### src/rtl/gpio_irq_mux_pkg.sv
package gpio_irq_mux_pkg;

    localparam int unsigned NUM_CH     = 8;
    localparam int unsigned SEL_W      = 8;
    localparam int unsigned FILT_W     = 4;
    localparam int unsigned BUS_W      = 32;
    localparam int unsigned CH_PER_SEL = BUS_W / SEL_W;
    localparam int unsigned BOTH_OFS   = NUM_CH;
    localparam int unsigned INV_OFS    = 2 * NUM_CH;
    localparam int unsigned MODE_W     = 3 * NUM_CH;

    localparam logic [1:0] IDX_MODE   = 2'd0;
    localparam logic [1:0] IDX_SEL_LO = 2'd1;
    localparam logic [1:0] IDX_SEL_HI = 2'd2;
    localparam logic [1:0] IDX_FILT   = 2'd3;

    typedef enum logic [1:0] {
        ST_FLUSH    = 2'd0,
        ST_WATCH_LO = 2'd1,
        ST_WATCH_HI = 2'd2
    } chan_state_e;

    typedef struct packed {
        logic both;
        logic edge_sel;
        logic invert;
    } chan_cfg_t;

endpackage

### src/rtl/gpio_irq_regs.sv
module gpio_irq_regs
    import gpio_irq_mux_pkg::*;
(
    input  logic                              clk,
    input  logic                              rst_n,
    input  logic                              bus_we,
    input  logic [1:0]                        reg_idx,
    input  logic [BUS_W-1:0]                  bus_wdata,
    output logic [BUS_W-1:0]                  bus_rdata,
    output logic [NUM_CH-1:0][SEL_W-1:0]      pad_sel,
    output chan_cfg_t [NUM_CH-1:0]            cfg,
    output logic [NUM_CH-1:0]                 reload
);

    logic [MODE_W-1:0] mode_q;
    logic [BUS_W-1:0]  sel_lo_q;
    logic [BUS_W-1:0]  sel_hi_q;
    logic [BUS_W-1:0]  filt_q;

    always_ff @(posedge clk or negedge rst_n) begin
        if (!rst_n) begin
            mode_q   <= '0;
            sel_lo_q <= '0;
            sel_hi_q <= '0;
            filt_q   <= '0;
        end else if (bus_we) begin
            unique case (reg_idx)
                IDX_MODE:   mode_q   <= bus_wdata[MODE_W-1:0];
                IDX_SEL_LO: sel_lo_q <= bus_wdata;
                IDX_SEL_HI: sel_hi_q <= bus_wdata;
                IDX_FILT:   filt_q   <= bus_wdata;
                default:    ;
            endcase
        end
    end

    always_comb begin
        unique case (reg_idx)
            IDX_MODE:   bus_rdata = {{(BUS_W-MODE_W){1'b0}}, mode_q};
            IDX_SEL_LO: bus_rdata = sel_lo_q;
            IDX_SEL_HI: bus_rdata = sel_hi_q;
            IDX_FILT:   bus_rdata = filt_q;
            default:    bus_rdata = '0;
        endcase
    end

    for (genvar c = 0; c < NUM_CH; c++) begin : g_fields
        localparam int unsigned FLD = (c % CH_PER_SEL) * SEL_W;
        if (c < CH_PER_SEL) begin : g_lo
            assign pad_sel[c] = sel_lo_q[FLD +: SEL_W];
            assign reload[c]  = bus_we && (reg_idx == IDX_MODE || reg_idx == IDX_SEL_LO);
        end else begin : g_hi
            assign pad_sel[c] = sel_hi_q[FLD +: SEL_W];
            assign reload[c]  = bus_we && (reg_idx == IDX_MODE || reg_idx == IDX_SEL_HI);
        end
        assign cfg[c].edge_sel = mode_q[c];
        assign cfg[c].both     = mode_q[BOTH_OFS + c];
        assign cfg[c].invert   = mode_q[INV_OFS + c];
    end

endmodule

### src/rtl/gpio_irq_chan.sv
module gpio_irq_chan
    import gpio_irq_mux_pkg::*;
#(
    parameter int unsigned NUM_PADS    = 256,
    parameter int unsigned SYNC_STAGES = 2
) (
    input  logic                clk,
    input  logic                rst_n,
    input  logic [NUM_PADS-1:0] pads,
    input  logic [SEL_W-1:0]    sel,
    input  chan_cfg_t           cfg,
    input  logic                reload,
    output logic                irq
);

    localparam int unsigned CNT_W = $clog2(SYNC_STAGES + 1);

    logic                   raw;
    logic [SYNC_STAGES-1:0] sync_q;
    logic                   cond;
    logic                   edge_mode;
    chan_state_e            state_q, state_d;
    logic [CNT_W-1:0]       cnt_q, cnt_d;
    logic                   fire;

    if (NUM_PADS >= (1 << SEL_W)) begin : g_full_mux
        assign raw = pads[sel];
    end else begin : g_part_mux
        assign raw = (sel < SEL_W'(NUM_PADS)) ? pads[sel] : 1'b0;
    end

    always_ff @(posedge clk or negedge rst_n) begin
        if (!rst_n) sync_q <= '0;
        else        sync_q <= {sync_q[SYNC_STAGES-2:0], raw};
    end

    assign cond      = sync_q[SYNC_STAGES-1] ^ (cfg.invert & ~cfg.both);
    assign edge_mode = cfg.edge_sel | cfg.both;

    always_ff @(posedge clk or negedge rst_n) begin
        if (!rst_n) begin
            state_q <= ST_FLUSH;
            cnt_q   <= '0;
        end else begin
            state_q <= state_d;
            cnt_q   <= cnt_d;
        end
    end

    always_comb begin
        state_d = state_q;
        cnt_d   = cnt_q;
        fire    = 1'b0;
        if (reload) begin
            state_d = ST_FLUSH;
            cnt_d   = '0;
        end else begin
            unique case (state_q)
                ST_FLUSH: begin
                    if (cnt_q == CNT_W'(SYNC_STAGES)) begin
                        state_d = cond ? ST_WATCH_HI : ST_WATCH_LO;
                    end else begin
                        cnt_d = cnt_q + 1'b1;
                    end
                end
                ST_WATCH_LO: begin
                    if (cond) begin
                        state_d = ST_WATCH_HI;
                        fire    = edge_mode;
                    end
                end
                ST_WATCH_HI: begin
                    if (!cond) begin
                        state_d = ST_WATCH_LO;
                        fire    = cfg.both;
                    end
                end
                default: state_d = ST_FLUSH;
            endcase
        end
    end

    always_ff @(posedge clk or negedge rst_n) begin
        if (!rst_n)         irq <= 1'b0;
        else if (edge_mode) irq <= fire;
        else                irq <= cond;
    end

endmodule

### src/rtl/gpio_irq_mux.sv
module gpio_irq_mux
    import gpio_irq_mux_pkg::*;
#(
    parameter int unsigned NUM_PADS    = 256,
    parameter int unsigned SYNC_STAGES = 2
) (
    input  logic                clk,
    input  logic                rst_n,
    input  logic                bus_we,
    input  logic [1:0]          reg_idx,
    input  logic [31:0]         bus_wdata,
    output logic [31:0]         bus_rdata,
    input  logic [NUM_PADS-1:0] pads,
    output logic [7:0]          irq_out
);

    logic [NUM_CH-1:0][SEL_W-1:0] pad_sel;
    chan_cfg_t [NUM_CH-1:0]       cfg;
    logic [NUM_CH-1:0]            reload;

    gpio_irq_regs u_regs (
        .clk       (clk),
        .rst_n     (rst_n),
        .bus_we    (bus_we),
        .reg_idx   (reg_idx),
        .bus_wdata (bus_wdata),
        .bus_rdata (bus_rdata),
        .pad_sel   (pad_sel),
        .cfg       (cfg),
        .reload    (reload)
    );

    for (genvar c = 0; c < NUM_CH; c++) begin : g_chan
        gpio_irq_chan #(
            .NUM_PADS    (NUM_PADS),
            .SYNC_STAGES (SYNC_STAGES)
        ) u_chan (
            .clk    (clk),
            .rst_n  (rst_n),
            .pads   (pads),
            .sel    (pad_sel[c]),
            .cfg    (cfg[c]),
            .reload (reload[c]),
            .irq    (irq_out[c])
        );
    end

endmodule

### config.mk
export PLATFORM = sky130hd
export DESIGN_NAME = gpio_irq_mux
export DESIGN_NICKNAME = d
export VERILOG_FILES = /design/src/rtl/gpio_irq_mux_pkg.sv /design/src/rtl/gpio_irq_regs.sv /design/src/rtl/gpio_irq_chan.sv /design/src/rtl/gpio_irq_mux.sv
export SDC_FILE = /design/constraint.sdc
export NUM_CORES = 1
export LEC_CHECK = 0
export BUFFER_PORTS_ARGS = -buffer_cell sky130_fd_sc_hd__buf_2
export CORE_AREA = 2 2 255 257
export CTS_BUF_LIST = sky130_fd_sc_hd__clkbuf_2 sky130_fd_sc_hd__clkbuf_4 sky130_fd_sc_hd__clkbuf_8
export DETAILED_ROUTE_END_ITERATION = 8
export DIE_AREA = 0 0 257 259
export SLEW_MARGIN = 0
export SYNTH_ARGS = -nofsm -noshare
export SYNTH_HDL_FRONTEND = slang
export SYNTH_SLANG_ARGS = --single-unit
### constraint.sdc
create_clock -name clk -period 3.2 [get_ports clk]
set_input_delay 0.16 -clock clk [delete_from_list [all_inputs] [get_ports clk]]
set_output_delay 0.16 -clock clk [all_outputs]
set_load 0.02 [all_outputs]
; ---- Word level (Yosys, flattened, before mapping)
; Index checks and enable logic that the tools add are counted.
[word_totals]
register_bits = 176
input_bits = 293
output_inout_bits = 40
word_cells = 313
[op_classes]
addsub = 8
magnitude_cmp = 8
n_eq_ne = 59
muxes = 129
bitwise_logic = 32
n_reduce_logical = 41
[ops]
columns = op, count
row1 = $mux W2, 64
row2 = $pmux W32 S4, 1
row3 = $lt A8 B9 Y1 const B, 8
row4 = $bmux W1 S8, 8
row5 = $pmux W2 S3, 8
row6 = $ne A3 B2 Y1 const B, 14
row7 = $mux W1, 40
row8 = $eq A2 B2 Y1 const B, 18
row9 = $reduce_and A2 Y1, 12
row10 = $reduce_and A3 Y1, 8
row11 = $eq A2 B1 Y1 const B, 9
row12 = $logic_not A2 Y1, 9
row13 = $ne A3 B3 Y1 const B, 6
row14 = $add A2 B1 Y2 const B, 8
row15 = $pmux W1 S2, 8
row16 = $reduce_bool A2 Y1, 8
row17 = $ne A2 B2 Y1 const B, 6
row18 = $ne A3 B1 Y1 const B, 4
row19 = $and A1 B1 Y1, 8
row20 = $not A1 Y1, 8
row21 = $or A1 B1 Y1, 8
row22 = $xor A1 B1 Y1, 8
row23 = $ne A2 B1 Y1 const B, 2
row24 = $logic_and A1 B1 Y1, 2
row25 = $logic_or A1 B1 Y1, 2

; ---- Logic depth before layout (Yosys ltp)
[depth]
ltp_word = 7
ltp_mapped = 10
ltp_nobuf = 6

; ---- Cells and area by module
; From an unflattened synthesis, not the netlist that was laid out.
[hier_totals]
cells_unflattened = 2186
hier_area_um2 = 25488.2
[by_module_without_submodules]
columns = mod, instances, cells_each, area_per_inst_um2, seq_area_each_um2
row1 = gpio_irq_chan at g_chan[1].u_chan ..., 7, 234, 2512.4, 175.2
row2 = gpio_irq_regs, 1, 313, 5281.3, 3002.9
row3 = gpio_irq_chan at g_chan[0].u_chan, 1, 235, 2620.0, 175.2

; ---- Least setup slack after synthesis
; OpenSTA, ideal clock, no wires.
[synth_path]
path_type = register to register
from = reg u_regs.sel_lo_q[17]
to = reg g_chan[2].u_chan.sync_q[0]
setup_ns = 0.138
t_arrival_ns = 2.546
t_required_ns = 3.062
slack_ns = 0.516
path_stages_with_launch = 8
path_buffers = 2
synth_period_minus_slack_ns = 2.684
path_cell_list = dfrtp_1 > clkbuf_1 > clkbuf_1 > mux4_2 > a22oi_1 > a21oi_1 > or4_1 > mux4_2
[synth_via]
elab_chain_len = 2
[synth_rtl]
columns = item, line
row1 = from (decl), gpio_irq_regs.sv:16  ; logic [BUS_W-1:0] sel_lo_q;
row2 = from (signal assigned), gpio_irq_regs.sv:29  ; IDX_SEL_LO: sel_lo_q <= bus_wdata;
row3 = $bmux W1 S8, gpio_irq_chan.sv:27  ; assign raw = pads[sel];
row4 = $mux W1 (not written as such), gpio_irq_chan.sv:27
row5 = named net g_chan[2].u_chan.raw, gpio_irq_chan.sv:18  ; logic raw;
row6 = to (signal assigned), gpio_irq_chan.sv:34  ; else sync_q <= {sync_q[SYNC_STAGES-2:0], raw};
row7 = to (decl), gpio_irq_chan.sv:19  ; logic [SYNC_STAGES-1:0] sync_q;
; The timed path passes the listed nets, and every way through them passes these cells. The select of a mux whose other input is x is not followed.
; A chain may end at the register's enable or synchronous reset.

; ---- Worst setup path after layout
[layout_path]
from = reg u_regs.sel_lo_q[1]
to = reg g_chan[0].u_chan.sync_q[0]
[layout_via]
elab_chain_len = 2
[layout_rtl]
columns = item, line
row1 = $bmux W1 S8, gpio_irq_chan.sv:27
row2 = $mux W1 (not written as such), gpio_irq_chan.sv:27
row3 = named net g_chan[0].u_chan.raw, gpio_irq_chan.sv:18
row4 = to (signal assigned), gpio_irq_chan.sv:34
row5 = to (decl), gpio_irq_chan.sv:19
; The timed path passes the listed nets, and every way through them passes these cells. The select of a mux whose other input is x is not followed.

==> results.cfg <==
[pwr]
p_leak_nw = 11.3
powerDensity_mw_per_mm2 = 592
ir_worst_vdd_mv = 0.363

[timing]
post-route-period-util_pct = 100
rsz0062_at_grt = no
whs_ns = 0.140
clock-skew-final_ns = 0.0230
tightest_slew_ns = 1.20
clock.fmax_mhz = 312
hold_viol = 0
fin_crit_ns = 3.20
worst_slack_ns = -0.000311
finalSetupViolations = 1
drv_slew = 0
slew_headroom_pct = 20.2

[synth]
synthCells = 1892
syn_area_per_cell_um2 = 13.0
synth_mux_area_share_pct = 59.1
netlist.top_cell.by_area = mux4_2
synth_xor_area_share_pct = 0.677
synth_area_leaders = mux4_2 (47%), dfrtp_1 (18%), mux2_2 (6.7%), mux2i_1 (5.4%), a22oi_1 (3.9%)
synth_most_common_cell = mux4_2
synthAdderAreaFrac_pct = 1.63
synth_compound_area_share_pct = 11.2
synth_top_family_by_area = multiplexers
yosysTopAreaCellShare_pct = 47.0
yosys_warnings = 0
synth_common_cells = mux4_2 (513), dfrtp_1 (176), mux2_2 (147)
syn_nets = 2217
mappedNetlistArea_mm2 = 0.0246
synth-async-reset-ratio_pct = 100
synth_edf_count = 0
synth_ff_type = dfrtp_1
synth.distinct_cells = 55
ys_seq_elements = 176
yosysSeqAreaShare_pct = 17.9
yosys.area_share.simple_pct = 4.98

[worst_setup_path]
r2r_cells = 9
cp_data_arrival_time_ns = 3.54
crit_type = register to register
required_ns = 3.54
end_kind = register
cp_max_fo = 13
startpoint_type = register

[clock_network]
cts_num_sinks = 176
cts_tree = built
clock_path_buffers = 2
clock_latency_ns = 0.50
clk_pin_slew_worst_paths_ns = 0.11
h-tree-depth = 4
cts_root_buf = clkbuf_8
cts_buffers = 17

[floorplanning]
start_util_pct = 38.5
die_h_um = 259
core_region_area_mm2 = 0.0639
num_io_pins = 333
rows = 93
die_area_mm2 = 0.0666
die_w_um = 257

[place]
numPlacedInstances = 3073
port_buffers = 332
place_congestion = 1.07
dp_hpwl_mm = 94.2

[detailed_routing]
via_per_inst = 7.58
vias = 24000
drc = 0
first_iter_violations = 3630
routed_wirelength_mm = 127
firstDrtPassIters = 8
antenna_left = 0
post_drt_wl_per_cell_um = 40.1

[finish]
layout-drive-gt1-share_pct = 55.7
num-nets-final = 2617
stdcell_count = 3171
areaGrowthSynthToFinish_pct = 19.8

[status]
status = finished with violations
violations = negative setup slack

[global_routing]
grt_overflow_total = 0
grt_pass1_wl_mm = 179
grt_max_degree = 90
grt_pass1_vias = 23700
track_usage_pct = 37.5
grt_antenna_before_repair = 8

[worst_hold_path]
hold_path_depth = 4
min_path_type = primary input to register

[flow_run]
drv_cap = 0
==> worst paths after layout <==
kind	startpoint	end	slack (ns)
max in group asynchronous	rst_n	u_regs.sel_lo_q[24]	1.99
hold reg to reg	g_chan[0].u_chan.sync_q[0]	g_chan[0].u_chan.sync_q[1]	0.36
hold / removal	reg_idx[1]	g_chan[3].u_chan.cnt_q[1]	0.14
setup / recovery	u_regs.sel_lo_q[1]	g_chan[0].u_chan.sync_q[0]	-0.0003
min in group asynchronous	rst_n	g_chan[1].u_chan.state_q[0]	0.31
setup reg to reg	u_regs.sel_lo_q[1]	g_chan[0].u_chan.sync_q[0]	-0.0003
==> cell type report <==
class                   count  area (um^2)
diodes                     11         27.5
clock buffers              19          262
clock inverters            13          156
fillers                  5749        34400
inverters                  31          116
multi-input cells        1472        19100
flip-flops and latches    176         4450
well taps                 855         1070
repair buffers            594         4270
==> sequential cells by signal, indices dropped and copies added, names as in the netlist <==
name                   flops
u_regs.filt_q             32
u_regs.sel_hi_q           32
u_regs.sel_lo_q           32
u_regs.mode_q             24
g_chan.u_chan.cnt_q       16
g_chan.u_chan.state_q     16
g_chan.u_chan.sync_q      16
g_chan.u_chan.irq          8
==> routing by layer <==
layer  GRT usage [%]  vias to the layer above  routed length (um)
li1                -                     8999                   -
met1            47.2                    12300               43800
met2            58.0                     2238               57000
met3            11.0                      469               16900
met4            21.2                       12                9310
met5               0                        -                  80
==> critical path: stages (launching register included) <==
cell,delay (ns)
dfrtp_4,0.55
buf_4,0.20
buf_12,0.16
mux4_2,0.51
a22o_1,0.25
nor4_1,0.23
buf_4,0.20
a2111oi_0,0.06
or4_1,0.56
o32a_1,0.31
==> cells by family (layout without fill, tap and decap cells) <==
| kind of cell | Yosys count | count (layout) |
|---|---|---|
| muxes | 793 | 793 |
| AOI/OAI and AO/OA | 393 | 393 |
| buffers and inverters | 244 | 657 |
| and+or+nand+nor | 235 | 235 |
| DFF | 176 | 176 |
| adders and majority gates | 32 | 32 |
| xor gates and xnor gates | 19 | 19 |
| other | 0 | 11 |
==> where the power goes <==
| part | leakage (nW) | total (W) | switching, W | internal (W) |
|---|---|---|---|---|
| clock | 0.215 | 0.00166 | 0.000959 | 0.000702 |
| sequential | 2.11 | 0.00386 | 0.00103 | 0.00284 |
| combinational | 8.96 | 0.0119 | 0.00626 | 0.00565 |
| total | 11.3 | 0.0174 | 0.00824 | 0.00918 |
==> metrics by stage <==
stage / cell area (um^2) / setup TNS (ns) / util [%] / worst slack (ns) / power, W
floorplan: 24600 / 0 / - / 0.516 / 0.0107
global placement: 28500 / -0.0213 / 44.6 / -0.0213 / 0.0149
detailed placement: 28500 / -0.120 / 44.6 / -0.120 / 0.0152
CTS: 29300 / 0 / 45.8 / 0.0206 / 0.0170
global route: 29400 / 0 / 46.1 / 0.00182 / 0.0180
finish: 29500 / -0.000311 / 46.1 / -0.000311 / 0.0174
==> repair_timing <==
item                                   4_1_cts  5_1_grt
setup endpoints to repair                    2        6
hold buffers                                33        0
buffers inserted                             6       16
gates resized for setup                      1        1
endpoints found under the hold margin      198        0
==> layout by cell type (no fill, tap or decap), types with 45 or more instances in the layout <==
cell     netlist  routed
dfrtp_1      176     160
buf_2         55     331
mux2_2       147     147
o22ai_1       47      47
nand2_1       45      45
a21oi_1       83      83
a22oi_1      127     127
mux4_2       513     513
mux2i_1      133     133
nor2_1        53      50
buf_4         15     185
No activity file was read; power rests on OpenSTA's default activity.
